`src/rtl/pwm_timer_pkg.sv`:
```
package pwm_timer_pkg;
    // Register address codes
    localparam int ADDR_CTRL      = 0;
    localparam int ADDR_MOD       = 1;
    localparam int ADDR_DUTY_BASE = 2;
    // Control word layout: prescale code in the low bits, polarity of channel i at POL_LSB+i
    localparam int POL_LSB        = 8;
    // Defaults
    localparam int DEF_CNT_W      = 16;
    localparam int DEF_PS_W       = 3;
    localparam int DEF_NCH        = 2;
endpackage

```
`src/rtl/pwm_prescaler.sv`:
```
module pwm_prescaler #(
    parameter int PS_W = 3
) (
    input  logic            clk,
    input  logic            rst_n,
    input  logic            clk_en,
    input  logic [PS_W-1:0] ps,
    output logic            tick
);
    localparam int DIV_W = (1 << PS_W) - 1;

    logic [DIV_W-1:0] pre_q, pre_d;
    logic [DIV_W-1:0] mask;

    always_comb begin
        for (int k = 0; k < DIV_W; k++) begin
            mask[k] = (PS_W'(k) < ps);
        end
        tick  = clk_en && ((pre_q & mask) == mask);
        pre_d = clk_en ? pre_q + DIV_W'(1) : pre_q;
    end

    always_ff @(posedge clk or negedge rst_n) begin
        if (!rst_n) pre_q <= '0;
        else        pre_q <= pre_d;
    end

    // the divider holds while the enable is low
    a_r11_prescale_hold: assert property (@(posedge clk) disable iff (!rst_n)
        !clk_en |=> $stable(pre_q));
endmodule

```
`src/rtl/pwm_timebase.sv`:
```
module pwm_timebase #(
    parameter int CNT_W = 16
) (
    input  logic             clk,
    input  logic             rst_n,
    input  logic             tick,
    input  logic             mod_we,
    input  logic [CNT_W-1:0] mod_wdata,
    output logic [CNT_W-1:0] cnt_nx,
    output logic [CNT_W-1:0] mod_nx,
    output logic [CNT_W-1:0] mod_cur,
    output logic             load,
    output logic             period_end
);
    typedef struct packed {
        logic [CNT_W-1:0] cnt;
        logic [CNT_W-1:0] mod_act;
        logic [CNT_W-1:0] mod_shd;
        logic             strobe;
    } tb_state_t;

    tb_state_t s_q, s_d;
    logic      wrap;

    always_comb begin
        s_d      = s_q;
        wrap     = ({1'b0, s_q.cnt} + (CNT_W+1)'(1)) >= {1'b0, s_q.mod_act};
        if (mod_we) s_d.mod_shd = mod_wdata;
        s_d.strobe = 1'b0;
        if (tick) begin
            if (wrap) begin
                s_d.cnt     = '0;
                s_d.mod_act = s_q.mod_shd;
                s_d.strobe  = 1'b1;
            end else begin
                s_d.cnt = s_q.cnt + CNT_W'(1);
            end
        end
        load       = tick && wrap;
        cnt_nx     = s_d.cnt;
        mod_nx     = s_d.mod_act;
        mod_cur    = s_q.mod_act;
        period_end = s_q.strobe;
    end

    always_ff @(posedge clk or negedge rst_n) begin
        if (!rst_n) s_q <= '0;
        else        s_q <= s_d;
    end

    // the count never reaches a non-zero modulo
    a_r2_cnt_in_range: assert property (@(posedge clk) disable iff (!rst_n)
        (s_q.mod_act != '0) |-> (s_q.cnt < s_q.mod_act));
    // the strobe marks the first cycle of a period
    a_r9_strobe_at_zero: assert property (@(posedge clk) disable iff (!rst_n)
        s_q.strobe |-> (s_q.cnt == '0));
    // no tick, no movement
    a_r11_count_hold: assert property (@(posedge clk) disable iff (!rst_n)
        !tick |=> ($stable(s_q.cnt) && $stable(s_q.mod_act) && !s_q.strobe));
    // the working modulo changes only at a wrap
    a_r8_mod_shadow: assert property (@(posedge clk) disable iff (!rst_n)
        !load |=> $stable(s_q.mod_act));
endmodule

```
`src/rtl/pwm_channel.sv`:
```
module pwm_channel #(
    parameter int CNT_W = 16
) (
    input  logic             clk,
    input  logic             rst_n,
    input  logic             load,
    input  logic [CNT_W-1:0] cnt_nx,
    input  logic [CNT_W-1:0] mod_nx,
    input  logic [CNT_W-1:0] mod_cur,
    input  logic             duty_we,
    input  logic [CNT_W-1:0] duty_wdata,
    input  logic             pol_we,
    input  logic             pol_wdata,
    output logic             pin
);
    typedef struct packed {
        logic [CNT_W-1:0] duty_act;
        logic [CNT_W-1:0] duty_shd;
        logic             pol;
        logic             pin;
    } ch_state_t;

    ch_state_t s_q, s_d;
    logic      active_d;

    always_comb begin
        s_d = s_q;
        if (duty_we) s_d.duty_shd = duty_wdata;
        if (pol_we)  s_d.pol      = pol_wdata;
        if (load)    s_d.duty_act = s_q.duty_shd;
        // saturating compare: zero never active, duty >= modulo always active
        active_d = (s_d.duty_act != '0) &&
                   ((s_d.duty_act >= mod_nx) || (cnt_nx < s_d.duty_act));
        s_d.pin  = active_d ^ s_d.pol;
        pin      = s_q.pin;
    end

    always_ff @(posedge clk or negedge rst_n) begin
        if (!rst_n) s_q <= '0;
        else        s_q <= s_d;
    end

    // zero duty keeps the idle level
    a_r3_zero_idle: assert property (@(posedge clk) disable iff (!rst_n)
        (s_q.duty_act == '0) |-> (s_q.pin == s_q.pol));
    // saturated duty keeps the active level
    a_r4_full_active: assert property (@(posedge clk) disable iff (!rst_n)
        ((s_q.duty_act != '0) && (s_q.duty_act >= mod_cur)) |-> (s_q.pin != s_q.pol));
    // the working duty changes only at a wrap
    a_r8_duty_shadow: assert property (@(posedge clk) disable iff (!rst_n)
        !load |=> $stable(s_q.duty_act));
endmodule

```
`src/rtl/dual_pwm_timer.sv`:
```
module dual_pwm_timer
    import pwm_timer_pkg::*;
#(
    parameter int CNT_W  = DEF_CNT_W,
    parameter int PS_W   = DEF_PS_W,
    parameter int NCH    = DEF_NCH,
    parameter int ADDR_W = 2
) (
    input  logic              clk,
    input  logic              rst_n,
    input  logic              clk_en,
    input  logic              wr_en,
    input  logic [ADDR_W-1:0] wr_addr,
    input  logic [CNT_W-1:0]  wr_data,
    output logic [NCH-1:0]    pwm_out,
    output logic              period_end
);
    typedef struct packed {
        logic [PS_W-1:0] ps;
    } ctrl_t;

    ctrl_t            ctrl_q, ctrl_d;
    logic             ctrl_we, mod_we, tick, load;
    logic [CNT_W-1:0] cnt_nx, mod_nx, mod_cur;

    always_comb begin
        ctrl_we = wr_en && (wr_addr == ADDR_W'(ADDR_CTRL));
        mod_we  = wr_en && (wr_addr == ADDR_W'(ADDR_MOD));
        ctrl_d  = ctrl_q;
        if (ctrl_we) ctrl_d.ps = wr_data[PS_W-1:0];
    end

    always_ff @(posedge clk or negedge rst_n) begin
        if (!rst_n) ctrl_q <= '0;
        else        ctrl_q <= ctrl_d;
    end

    pwm_prescaler #(.PS_W(PS_W)) u_pre (
        .clk    (clk),
        .rst_n  (rst_n),
        .clk_en (clk_en),
        .ps     (ctrl_q.ps),
        .tick   (tick)
    );

    pwm_timebase #(.CNT_W(CNT_W)) u_base (
        .clk        (clk),
        .rst_n      (rst_n),
        .tick       (tick),
        .mod_we     (mod_we),
        .mod_wdata  (wr_data),
        .cnt_nx     (cnt_nx),
        .mod_nx     (mod_nx),
        .mod_cur    (mod_cur),
        .load       (load),
        .period_end (period_end)
    );

    for (genvar i = 0; i < NCH; i++) begin : g_ch
        logic duty_we;
        assign duty_we = wr_en && (wr_addr == ADDR_W'(ADDR_DUTY_BASE + i));

        pwm_channel #(.CNT_W(CNT_W)) u_ch (
            .clk        (clk),
            .rst_n      (rst_n),
            .load       (load),
            .cnt_nx     (cnt_nx),
            .mod_nx     (mod_nx),
            .mod_cur    (mod_cur),
            .duty_we    (duty_we),
            .duty_wdata (wr_data),
            .pol_we     (ctrl_we),
            .pol_wdata  (wr_data[POL_LSB+i]),
            .pin        (pwm_out[i])
        );
    end

    // strobe and pins are low while reset is applied
    always_comb begin
        if (!rst_n) begin
            a_r10_reset_quiet: assert (!period_end && (pwm_out == '0));
        end
    end
endmodule

```
`config.mk`:
```
export PLATFORM = sky130hd
export DESIGN_NAME = dual_pwm_timer
export DESIGN_NICKNAME = d
export VERILOG_FILES = /design/src/rtl/pwm_timer_pkg.sv /design/src/rtl/pwm_prescaler.sv /design/src/rtl/pwm_timebase.sv /design/src/rtl/pwm_channel.sv /design/src/rtl/dual_pwm_timer.sv
export SDC_FILE = /design/constraint.sdc
export NUM_CORES = 1
export LEC_CHECK = 0
export ABC_AREA = 0
export ABC_CLOCK_PERIOD_IN_PS = 7400
export BUFFER_PORTS_ARGS = -buffer_cell sky130_fd_sc_hd__buf_2
export CAP_MARGIN = 20
export CORE_ASPECT_RATIO = 1.5
export CORE_MARGIN = 5
export CORE_UTILIZATION = 25
export CTS_CLUSTER_DIAMETER = 30
export DETAILED_ROUTE_END_ITERATION = 8
export SETUP_SLACK_MARGIN = 0.4
export SLEW_MARGIN = 0
export SYNTH_ARGS = -nofsm -noshare
export SYNTH_HDL_FRONTEND = slang
export SYNTH_SLANG_ARGS = --single-unit
```
`constraint.sdc`:
```
create_clock -name clk -period 7.4 [get_ports clk]
set_input_delay 0.37 -clock clk [delete_from_list [all_inputs] [get_ports clk]]
set_output_delay 0.37 -clock clk [all_outputs]
set_load 0.05 [all_outputs]
```
-- After elaboration in Yosys (flattened, before gate mapping)
Index checks and enable logic that the tools add are counted.
- logic and storage cells: 58
- input port bits: 22
- flip-flop bits (word level): 127
- output and inout port bits: 3
- reductions and logical operators: 13
- bitwise logic cells: 3
- add/sub/neg operators: 3
- equality and inequality tests: 4
- multiplexer cells: 9
- $lt $le $gt $ge: 12
- operators by type and width (cell ; count):
    $mux 16 ; 4
    $ge 16x16->1 ; 2
    $lt 16x16->1 ; 2
    $mux 32 ; 1
    $reduce_bool 16->1 ; 2
    $add 16x1->17 const B ; 1
    $ge 17x16->1 ; 1
    $add 16x1->16 const B ; 1
    $lt 3x3->1 const A ; 3
    $logic_and 1x1->1 ; 8
    $add 7x1->7 const B ; 1
    $and 7x7->7 ; 1
    $eq 7x7->1 ; 1
    $lt 1x3->1 const A ; 2
    $lt 2x3->1 const A ; 2
    $eq 2x2->1 const B ; 2
    $mux 1 ; 4
    $eq 2x1->1 const B ; 1
    $logic_not 2->1 ; 1
    $logic_or 1x1->1 ; 2
    $xor 1x1->1 ; 2

-- Depth between registers and ports, before layout
Gate-level depths: netlist of run 1.
- depth in word-level cells: 10
- mapped depth: 25
- gate-level depth less buffers: 23

-- Modules after synthesis
From an unflattened synthesis of run 1, not the netlist that was laid out.
- cells, all modules: 676
- area total of the unflattened synthesis: 7467.2 µm²
- modules (own cells, without submodules) (module ; sequential area each (µm²) ; cells an instance ; times used ; area each (µm²)):
    pwm_timebase ; 1226.2 ; 250 ; 1 ; 2795.2
    pwm_channel (g_ch[1].u_ch) ; 850.8 ; 190 ; 1 ; 2115.8
    pwm_channel (g_ch[0].u_ch) ; 850.8 ; 193 ; 1 ; 2059.5
    pwm_prescaler ; 175.2 ; 32 ; 1 ; 344.1
    dual_pwm_timer ; 75.1 ; 11 ; 1 ; 152.6

-- Least setup slack after synthesis of run 1
OpenSTA, ideal clock, no wires.
- path type: reg2reg
- start point: reg u_base.s_q[33] (netlist name)
- end point: reg g_ch[0].u_ch.s_q, in the netlist g_ch[0].u_ch.pin
- data required time: 7.272 ns
- slack: 2.699 ns
- clock period less this slack: 4.701 ns
- path buffers: 2
- cell stages (with the launch flop): 25
- library setup time: 0.128 ns
- arrival: 4.573 ns
- cells stage by stage: dfrtp_1 -> ha_1 -> and3_1 -> and3_1 -> xor2_1 -> ha_1 -> a211oi_1 -> o22ai_1 -> o211ai_1 -> nand3_2 -> nand2_2 -> inv_2 -> buf_6 -> buf_4 -> nor2_1 -> a21oi_2 -> ha_1 -> a21o_1 -> a21o_1 -> a211oi_1 -> o21ai_0 -> a221o_1 -> a311oi_1 -> a21oi_1 -> xor2_1
- RTL lines (what ; line ; RTL):
    start: declaration ; pwm_timebase.sv:22 ; tb_state_t s_q, s_d;
    start signal: assignment ; pwm_timebase.sv:47 ; if (!rst_n) s_q <= '0;
    start signal: assignment ; pwm_timebase.sv:48 ; else s_q <= s_d;
    end signal: assignment ; pwm_channel.sv:39 ; if (!rst_n) s_q <= '0;
    end signal: assignment ; pwm_channel.sv:40 ; else s_q <= s_d;
    end: declaration ; pwm_channel.sv:23 ; ch_state_t s_q, s_d;

==> results of run 1 <==
[flip-flops by register name, summed over array words and instances (netlist names)]
register           flops
g_ch.u_ch.s_q         66
u_base.s_q            32
u_base.mod_cur        16
u_pre.pre_q            7
ctrl_q                 3
g_ch.u_ch.pin          2
u_base.period_end      1
[worst paths after layout]
path / to
max in group asynchronous: u_pre.pre_q[3]
max reg2reg: g_ch[1].u_ch.pin
min in group clk: u_base.s_q[15]
max: g_ch[1].u_ch.pin
min: u_base.s_q[6]
min reg2reg: u_pre.pre_q[6]
[synthesized netlist by cell type, drive strengths merged, types with 2 or more instances]
cell | count | area [sq um]
o21a | 2 | 15.0
clkbuf | 5 | 18.8
nor4 | 17 | 106
o31ai | 3 | 22.5
mux2i | 19 | 190
ha | 78 | 976
mux2 | 68 | 766
a41oi | 2 | 17.5
inv | 67 | 251
nand2 | 49 | 186
a21oi | 35 | 220
a21boi | 6 | 45.1
dfrtp | 127 | 3180
xnor2 | 12 | 105
nor2 | 31 | 116
nor2b | 4 | 25.0
and3 | 5 | 31.3
maj3 | 4 | 40.0
nand2b | 6 | 37.5
and4 | 3 | 28.8
or3 | 2 | 12.5
nand4 | 24 | 165
a211oi | 7 | 52.6
a21o | 11 | 82.6
xor2 | 10 | 87.6
o21ai | 33 | 165
buf | 14 | 116
nand3 | 15 | 85.1
o22ai | 2 | 12.5
o211ai | 2 | 15.0
nand3b | 2 | 15.0
nor3 | 3 | 20.0
[report_power, final]
group / internal, W / leakage, nW / switching [W]
clock: 0.000504 / 0.272 / 0.000327
combinational: 0.000157 / 2.40 / 0.000186
sequential: 0.000781 / 1.56 / 0.000104
total: 0.00144 / 4.23 / 0.000617
[per-stage QoR]
step | setup WS (ns) | utilization, % | hold WS, ns | power, W
after global placement | 1.31 | 27.1 | 0.454 | 0.00123
after detailed placement | 1.21 | 27.1 | 0.457 | 0.00124
final | 1.18 | 29.1 | -0.0145 | 0.00206
after CTS | 1.21 | 29.1 | 0.00966 | 0.00208
after floorplan | 2.70 | - | 0.0744 | 0.00110
after global routing | 0.801 | 29.1 | 0.0463 | 0.00216
[kinds of logic (layout without fill, tap and decap cells)]
kind of cell | count (synthesis) | after routing
mux | 87 | 87
flops | 127 | 127
fa+ha+maj | 82 | 82
compound gates | 111 | 111
xor+xnor | 22 | 22
simple gates | 164 | 164
buf+inv | 86 | 126
[critical path, cell delays in order, from the launching register on]
cell and delay, ns:
dfrtp_1 0.45, ha_1 0.28, and3_1 0.31, and3_1 0.20
xor2_1 0.20, ha_1 0.28, a211oi_1 0.30, o22ai_1 0.19
o211ai_1 0.37, nand3_2 0.46, nand2_2 0.23, inv_2 0.39
mux2_2 0.46, inv_1 0.09, ha_1 0.25, a21oi_1 0.15
a21oi_1 0.07, or3_1 0.41, a21oi_1 0.17, o21ai_0 0.11
a41o_1 0.22, a31oi_1 0.36, xor2_1 0.18
[per-layer routing]
layer | up-vias | GRT usage (%)
li1 | 2476 | -
met1 | 2618 | 13.7
met2 | 96 | 23.6
met3 | 53 | 1.82
met4 | 0 | 8.37
met5 | - | 0
[cell type report]
type / count / area (sq um) / area share, %
tap: 390 / 488 / 5.82
clock buffer: 19 / 443 / 5.28
multi-input combinational: 466 / 3730 / 44.5
sequential: 127 / 3180 / 37.9
inverter: 67 / 251 / 3.00
clock inverter: 13 / 139 / 1.66
timing repair buffer: 27 / 149 / 1.78
==> results by group, run 1 <==
Status
  • Outcome: finished, violations left
  • Failing checks: negative hold slack

Synthesis
  • Post-synthesis simple-gate area fraction: 11.7%
  • Seq cells post-synth: 127
  • Mux share of post-synthesis cell area: 13.1%
  • Mapped Area: 7300 sq um
  • Top_reg_cell synth: dfrtp_1
  • Largest family of logic cells by synthesized area: adder cells
  • Asr flop ratio synth: 100%
  • Post-synth cell types: 53
  • Synth Area in Adders: 13.9%
  • Synth Instances: 679
  • Post-synth EDFFs: 0
  • Synth Area in XOR/XNOR: 2.64%
  • Synth Warn #: 0
  • Syn avg cell area: 10.7 sq um
  • Compound-Gate Fraction of Synth Area: 9.84%
  • Sequential share of the synthesized area: 43.5%
  • Syn nets: 779

STA
  • Slew headroom: 25.2%
  • RSZ-0062 raised after global routing: false
  • Final hold slack: -0.0145 ns
  • Final min period: 6.22 ns
  • Clock skew: 0.00672 ns
  • Setup TNS: 0 ns
  • Final hold viol count: 9
  • Pins Over Slew Limit: 0
  • Worst-Margin Slew: 1.12 ns
  • Final period util: 84.0%
  • Max Freq: 0.161 GHz
  • # setup viols final: 0

Critical path
  • Worst reg2reg path depth: 22
  • CP endpoint kind: register
  • Crit Path Class: register to register
  • Worst path arrival time: 6.57 ns
  • Worst EP required: 7.75 ns
  • CP max FO: 47
  • Crit Reg-Reg Startpoint: u_base.s_q[33]
  • Reg2Reg Setup Slack: 1.18 ns
  • Crit. Startpoint: u_base.s_q[33]
  • Startpoint types: register

Floorplanning
  • Die ar.: 32800 sq um
  • Starting Density: 25.3%
  • Row count: 76
  • Placeable Area: 28800 sq um
  • Die Ht: 219 um
  • Die Width: 150 um
  • Io pins: 25

Clock tree
  • H-tree depth: 4
  • Clock sinks: 127
  • Worst-path clk slew: 0.06 ns
  • Num CTS Buffers: 17
  • Buffer count from post-CTS setup fixing: 0
  • CTS root buf: clkbuf_16
  • Clock Path Buffers: 2
  • TritonCTS clock tree: built
  • Post-CTS Resized: 0
  • Hold_buf cts: 0
  • Worst-skew pair later-pin latency: 0.42 ns

Drt
  • WL/cell: 18.1 um
  • Final wirelength: 20.0 mm
  • Vias: 5243
  • Post-DR vias/cell: 4.73
  • Wire length on met3: 426 um
  • Met2 routed WL: 10.8 mm
  • Initial DRC Count: 291
  • Remaining DRCs: 0
  • Met1 WL: 7.57 mm
  • Highest Signal Layer: met4
  • Antenna Nets Post-Route: 0
  • First-pass DRT Iterations: 4

Finish
  • Fraction of layout cells with a size suffix above 1: 20.3%
  • Area added between synthesis and finish: 14.8%
  • Non-Filler Instances: 1109
  • Final Cell Area: 8380 sq um
  • N_diodes: 0
  • Final nets: 806
  • Layout fillers: 3020
  • Commonest non-fill, non-tap cells in the layout: dfrtp_1, ha_1, mux2_2
  • Most common cell after layout, fill and taps aside: dfrtp_1

Placement
  • DP Area: 7800 sq um
  • GPL Wtd Cong: 0.876
  • Detailed placement HPWL: 15.7 mm
  • Port-buffer cells: 24
  • Placed Cells: 1077

GRT
  • First-pass GRT wire length: 32.0 mm
  • Largest net degree at the start of global routing: 79
  • Gr usage total: 12.9%
  • Antenna violations before repair: 0
  • Remaining Overflow, GRT: 0
  • Vias in the first global route: 5616

Pwr
  • Leakage Power: 4.23 nW
  • PwrDens: 246 nW/um^2
  • Peak supply drop: 0.000157 V

Run
  • Max cap viols: 0

Worst hold path
  • Hold crit path type: input port to asynchronous set/reset pin
No activity file was read; power rests on OpenSTA's default activity.
==> run 2: changes to the inputs <==
- ABC_AREA: 0 -> 1
- ABC_CLOCK_PERIOD_IN_PS: 7400 -> 6100
- clock period: 7.4 -> 6.1 ns (I/O delays scaled with it)
==> results by group, run 2 <==
Worst hold path
  • Hold crit path type: input port to register (was input port to asynchronous set/reset pin)
  • Hold_sp: clk_en

Drt
  • Post-DR vias/cell: 4.32 (was 4.73)
  • First-pass DRT Iterations: 4 (unchanged)
  • Final wirelength: 17.3 mm (was 20.0 mm)
  • Vias: 5663 (was 5243)
  • Antenna Nets Post-Route: 0 (unchanged)
  • Remaining DRCs: 0 (unchanged)
  • WL/cell: 13.2 um (was 18.1 um)
  • Initial DRC Count: 278 (was 291)

Finish
  • Commonest non-fill, non-tap cells in the layout: nand2_1, inv_1, dfrtp_1 (was dfrtp_1, ha_1, mux2_2)
  • Area added between synthesis and finish: 15.6% (was 14.8%)
  • N_diodes: 0 (unchanged)
  • Final nets: 1009 (was 806)
  • Final Util: 29.4% (was 29.1%)
  • Multi-input logic area: 3400 sq um (was 3730 sq um)
  • Largest register FFs: 66 (unchanged)
  • Fraction of layout cells with a size suffix above 1: 8.79% (was 20.3%)
  • Layout fillers: 3074 (was 3020)
  • Reg with most FFs: g_ch.u_ch.s_q (unchanged)
  • Most common cell after layout, fill and taps aside: nand2_1 (was dfrtp_1)
  • Reg area: 3180 sq um (unchanged)

GRT
  • Remaining Overflow, GRT: 0 (unchanged)
  • First-pass GRT wire length: 28.7 mm (was 32.0 mm)
  • Largest net degree at the start of global routing: 70 (was 79)
  • Vias in the first global route: 5850 (was 5616)
  • Gr usage total: 11.2% (was 12.9%)
  • Antenna violations before repair: 0 (unchanged)

Pwr
  • PwrDens: 337 nW/um^2 (was 246 nW/um^2)
  • Total power: 0.00285 W (was 0.00206 W)
  • Leakage Power: 4.55 nW (was 4.23 nW)
  • Peak supply drop: 0.000233 V (was 0.000157 V)

Synthesis
  • Mapped Area: 7320 sq um (was 7300 sq um)
  • Syn avg cell area: 8.30 sq um (was 10.7 sq um)
  • Asr flop ratio synth: 100% (unchanged)
  • Sequential share of the synthesized area: 43.4% (was 43.5%)
  • Post-synth EDFFs: 0 (unchanged)
  • Post-synth top area share: 43.4% (was 43.5%)
  • Top_reg_cell synth: dfrtp_1 (unchanged)
  • Post-synth cell types: 41 (was 53)
  • Seq cells post-synth: 127 (unchanged)
  • Synth Instances: 882 (was 679)
  • Most frequent cell after synthesis: nand2_1 (was dfrtp_1)
  • Syn nets: 982 (was 779)
  • Synth Warn #: 0 (unchanged)
  • Synth area leader: dfrtp_1 (unchanged)
  • Top post-synthesis cells by count: nand2_1, inv_1, dfrtp_1, o21ai_0, ha_1 (was dfrtp_1, ha_1, mux2_2, inv_1, nand2_1)
  • Synth area leaders: dfrtp_1, ha_1, nand2_1, inv_1, o21ai_0 (was dfrtp_1, ha_1, mux2_2, inv_1, mux2i_1)

STA
  • Clock skew: 0.00692 ns (was 0.00672 ns)
  • Max Freq: 0.198 GHz (was 0.161 GHz)
  • Setup TNS: 0 ns (unchanged)
  • Final hold viol count: 0 (was 9)
  • Final period util: 82.7% (was 84.0%)
  • RSZ-0062 raised after global routing: false (unchanged)
  • Slew headroom: 39.2% (was 25.2%)
  • Pins Over Slew Limit: 0 (unchanged)
  • Worst-Margin Slew: 0.912 ns (was 1.12 ns)
  • Final min period: 5.05 ns (was 6.22 ns)
  • # setup viols final: 0 (unchanged)

Critical path
  • Worst EP required: 6.42 ns (was 7.75 ns)
  • Crit Reg-Reg Startpoint: u_base.s_q[33] (unchanged)
  • CP endpoint kind: register (unchanged)
  • Slowest stage delay, CP: 0.42 ns (was 0.46 ns)
  • CP max FO: 66 (was 47)
  • Crit. Startpoint: u_base.s_q[33] (unchanged)
  • Slowest cell on crit path: o21ai_0 (was nand3_2)
  • Crit Path Class: register to register (unchanged)
  • Startpoint types: register (unchanged)
  • Worst path arrival time: 5.37 ns (was 6.57 ns)

Floorplanning
  • Die ar.: 32900 sq um (was 32800 sq um)
  • Io pins: 25 (unchanged)
  • Die Width: 150 um (about the same)
  • Placeable Area: 28800 sq um (unchanged)
  • Starting Density: 25.4% (was 25.3%)
  • Die Ht: 220 um (was 219 um)
  • Row count: 76 (unchanged)

Placement
  • Port-buffer cells: 24 (unchanged)
  • Detailed placement HPWL: 13.2 mm (was 15.7 mm)
  • GPL Wtd Cong: 0.878 (was 0.876)

Run
  • Max cap viols: 0 (unchanged)

Clock tree
  • Num CTS Buffers: 17 (unchanged)
  • Worst-skew pair later-pin latency: 0.43 ns (was 0.42 ns)
  • CTS root buf: clkbuf_16 (unchanged)
  • H-tree depth: 4 (unchanged)
  • Worst-path clk slew: 0.06 ns (about the same)
  • Clock Path Buffers: 2 (unchanged)
  • TritonCTS clock tree: built (unchanged)
  • Clock sinks: 127 (unchanged)

Status
  • Outcome: finished, final reports clean (was finished, violations left)
[run 2: metal layers]
metal  GRT usage (%)  wire length [um]  vias up
met2            20.0              8920       86
met1            12.4              7220     2648
met5               0                 0        -
met3            2.16               480       31
met4            6.41               661        0
li1                -                 -     2898
[run 2: timing repair]
action | in CTS | in global routing
setup buffers | 0 | 0
resized for setup | 0 | 1
endpoints found under the hold margin | 58 | 0
endpoints found under the setup margin | 0 | 1
hold buffers | 1 | 0
[run 2: path summary, 6_finish.rpt]
path | to | cells past startpoint | slack (ns)
worst max-delay path | g_ch[1].u_ch.pin | 30 | 1.05
worst min-delay path | u_pre.pre_q[0] | 2 | 0.11
worst max register to register | g_ch[1].u_ch.pin | 30 | 1.05
worst min register to register | u_pre.pre_q[3] | 1 | 0.46
max in group asynchronous | u_base.mod_cur[3] | 3 | 4.34
min in group asynchronous | u_base.s_q[16] | 2 | 0.42
[run 2: cells by family after synthesis]
kind of cell | count (synthesis) | synth area share, %
buf+inv | 186 | 10.2
xor+xnor | 15 | 1.80
fa+ha+maj | 78 | 13.3
mux | 1 | 0.154
compound gates | 156 | 11.9
simple gates | 319 | 19.2
flops | 127 | 43.4
[run 2: area by class of cell]
cell class	count	area share, %
clock buffer	25	5.86
clock inverter	6	1.24
inverter	164	7.32
multi-input combinational	569	40.2
sequential	127	37.6
tap	390	5.77
timing repair buffer	30	2.06
[run 2: critical path, delay by kind of cell, from the launching register on]
kind	cells	cell delay [ns]
AOI/OAI and AO/OA	3	0.80
DFF	1	0.41
and+or+nand+nor	17	2.16
adders and majority gates	2	0.57
buffers and inverters	8	0.94
[run 2: per-stage QoR]
stage / cell area, sq um / hold slack [ns] / std cells / setup WS, ns
after floorplan: 7320 / 0.00941 / 882 / 1.84
after CTS: 8450 / 0.0984 / 1311 / 0.881
after global placement: 7840 / 0.310 / 1279 / 0.909
after global routing: 8460 / 0.121 / 1311 / 0.540
after detailed placement: 7840 / 0.310 / 1279 / 0.901
final: 8460 / 0.114 / 1311 / 1.05
[run 2: power by group]
group	switching [W]	internal, W	leakage (nW)
sequential	0.0000900	0.000966	1.58
combinational	0.000470	0.000292	2.67
clock	0.000352	0.000681	0.297
total	0.000912	0.00194	4.55
==> run 3: changes to the inputs <==
- ABC_CLOCK_PERIOD_IN_PS: 6100 -> 4900
- clock period: 6.1 -> 4.9 ns (I/O delays scaled with it)
==> results by group, run 3 (synthesized netlist as in run 2, its figures left out) <==
Status
  • Outcome: finished, final reports clean (unchanged)

Finish
  • Fraction of layout cells with a size suffix above 1: 14.9% (was 8.79%)
  • Area added between synthesis and finish: 20.7% (was 15.6%)
  • Most common cell after layout, fill and taps aside: nand2_1 (unchanged)
  • Commonest non-fill, non-tap cells in the layout: nand2_1, inv_1, dfrtp_1 (unchanged)
  • N_diodes: 0 (unchanged)
  • Largest register FFs: 66 (unchanged)
  • Reg with most FFs: g_ch.u_ch.s_q (unchanged)
  • Final nets: 1028 (was 1009)

Placement
  • GPL Wtd Cong: 0.841 (was 0.878)
  • Port-buffer cells: 24 (unchanged)
  • Detailed placement HPWL: 13.3 mm (was 13.2 mm)
  • DP Worst Slack: 0.161 ns (was 0.901 ns)

Drt
  • Post-DR vias/cell: 4.35 (was 4.32)
  • Final wirelength: 17.9 mm (was 17.3 mm)
  • Initial DRC Count: 317 (was 278)
  • First-pass DRT Iterations: 5 (was 4)
  • Antenna Nets Post-Route: 0 (unchanged)
  • Vias: 5784 (was 5663)
  • WL/cell: 13.5 um (was 13.2 um)
  • Remaining DRCs: 0 (unchanged)

Critical path
  • Startpoint types: register (unchanged)
  • CP max FO: 13 (was 66)
  • Crit. Startpoint: u_base.s_q[34] (was u_base.s_q[33])
  • Crit Reg-Reg Startpoint: u_base.s_q[34] (was u_base.s_q[33])
  • Slowest cell on crit path: o21ai_0 (unchanged)
  • Reg2Reg Setup Slack: 0.66 ns (was 1.05 ns)
  • Crit path to: g_ch[0].u_ch.pin (was g_ch[1].u_ch.pin)
  • Critical path depth: 27 (was 30)
  • Cell mode on critical path: nand2_1
  • Worst EP required: 5.22 ns (was 6.42 ns)
  • Buf+Inv Stages, Crit Path: 6 (was 8)
  • Slowest stage delay, CP: 0.47 ns (was 0.42 ns)
  • Crit Path Class: register to register (unchanged)
  • CP endpoint kind: register (unchanged)
  • Crit path max-delay family: simple AND/OR/NAND/NOR gates (unchanged)
  • Critical R2R Capture: g_ch[0].u_ch.pin (was g_ch[1].u_ch.pin)
  • Worst path arrival time: 4.55 ns (was 5.37 ns)
  • Worst reg2reg path depth: 27 (was 30)

Floorplanning
  • Placeable Area: 28800 sq um (unchanged)
  • Row count: 76 (unchanged)
  • Io pins: 25 (unchanged)
  • Die Ht: 220 um (unchanged)
  • Starting Density: 25.4% (unchanged)
  • Die ar.: 32900 sq um (unchanged)
  • Die Width: 150 um (unchanged)

Clock tree
  • Worst-skew pair later-pin latency: 0.43 ns (about the same)
  • Num CTS Buffers: 17 (unchanged)
  • H-tree depth: 4 (unchanged)
  • Worst-path clk slew: 0.06 ns (about the same)
  • TritonCTS clock tree: built (unchanged)
  • Clock Path Buffers: 2 (unchanged)
  • CTS root buf: clkbuf_16 (unchanged)
  • Clock sinks: 127 (unchanged)

Pwr
  • Peak supply drop: 0.000275 V (was 0.000233 V)
  • Leakage Power: 4.73 nW (was 4.55 nW)
  • PwrDens: 403 nW/um^2 (was 337 nW/um^2)

GRT
  • First-pass GRT wire length: 29.1 mm (was 28.7 mm)
  • Vias in the first global route: 5756 (was 5850)
  • Gr usage total: 11.4% (was 11.2%)
  • Antenna violations before repair: 0 (unchanged)
  • Remaining Overflow, GRT: 0 (unchanged)
  • Largest net degree at the start of global routing: 81 (was 70)

STA
  • # setup viols final: 0 (unchanged)
  • Clock skew: 0.00754 ns (was 0.00692 ns)
  • Pins Over Slew Limit: 0 (unchanged)
  • Worst-Margin Slew: 0.725 ns (was 0.912 ns)
  • Final worst setup slack: 0.664 ns (was 1.05 ns)
  • Slew headroom: 51.2% (was 39.2%)
  • RSZ-0062 raised after global routing: true (was false)
  • Max Freq: 0.236 GHz (was 0.198 GHz)
  • Setup TNS: 0 ns (unchanged)
  • Final min period: 4.24 ns (was 5.05 ns)
  • Final hold viol count: 0 (unchanged)
  • Final period util: 86.5% (was 82.7%)

Worst hold path
  • Hold_sp: clk_en (unchanged)
  • Hold crit path type: input port to register (unchanged)

Run
  • Max cap viols: 0 (unchanged)
[run 3: cell count changes in the layout (fill, tap and decap cells not counted), sizes merged]
cell	delta
bufinv	-1
nand2	+1
clkinvlp	+2
inv	+1
buf	+16
clkinv	+4
clkbuf	-4
bufbuf	+1
[run 3: worst reg2reg max path: stages (launching register included)]
cell and delay, ns:
dfrtp_1 0.43, nand3_2 0.13, nor2_4 0.11, inv_2 0.06, nor3_2 0.12, inv_2 0.08
nor2_4 0.14, inv_4 0.07, nor3_4 0.11, xor2_1 0.20, ha_1 0.29, inv_1 0.06
nor2_1 0.04, nor2_1 0.10, nand3_2 0.10, nor2_4 0.16, buf_4 0.14, nand3_1 0.06
buf_4 0.21, o21ai_0 0.47, ha_1 0.34, a21oi_1 0.18, o221a_2 0.20, nand2_1 0.06
nand2_1 0.07, nand2_1 0.05, nand2_1 0.06, nand2_1 0.06
[run 3: how the worst min path moves through the flow]
stage	endpoint	slack, ns	cells past startpoint
finish	u_pre.pre_q[0]	0.06	2
global route	u_pre.pre_q[0]	0.07	2
CTS	u_pre.pre_q[0]	0.04	2
detailed placement	u_base.s_q[16]	0.34	1
global placement	u_base.s_q[16]	0.34	1
floorplan	ctrl_q[0]	-0.05	0
[run 3: layout make-up]
class | count | area, sq um
tap | 390 | 488
inverter | 164 | 624
clock inverter | 12 | 119
sequential | 127 | 3180
multi-input combinational | 570 | 3600
timing repair buffer | 48 | 375
fill | 3015 | 20000
clock buffer | 20 | 447
[run 3: report_power, final]
| group | leakage (nW) | switching, W | internal [W] |
|---|---|---|---|
| clock network | 0.279 | 0.000458 | 0.000753 |
| logic | 2.88 | 0.000624 | 0.000402 |
| registers | 1.58 | 0.000115 | 0.00120 |
[run 3: through the flow]
stage	utilization (%)	area (sq um)	total power (W)	instances	hold slack, ns
2_1_floorplan	-	7320	0.00202	882	-0.0506
3_3_place_gp	27.4	7890	0.00226	1286	0.337
3_5_place_dp	27.4	7890	0.00228	1286	0.336
4_1_cts	29.7	8560	0.00354	1322	0.0437
5_1_grt	30.6	8830	0.00381	1331	0.0695
6_report	30.6	8830	0.00356	1331	0.0620
[run 3: repair_timing]
item                       in CTS  in global routing
hold buffers                    1                  0
setup endpoints to repair       2                  2
gates resized for setup        14                 52
hold endpoints to repair       79                  0
setup buffers                   2                  7
cloned                          1                  2
pin swaps                       0                 12
[run 3: layer usage]
metal	vias up	part of all wire, %	global-route usage [%]
met5	-	0	0
met4	0	3.0	5.34
met3	35	2.7	2.45
met2	97	53	20.6
met1	2735	42	12.7
li1	2917	-	-
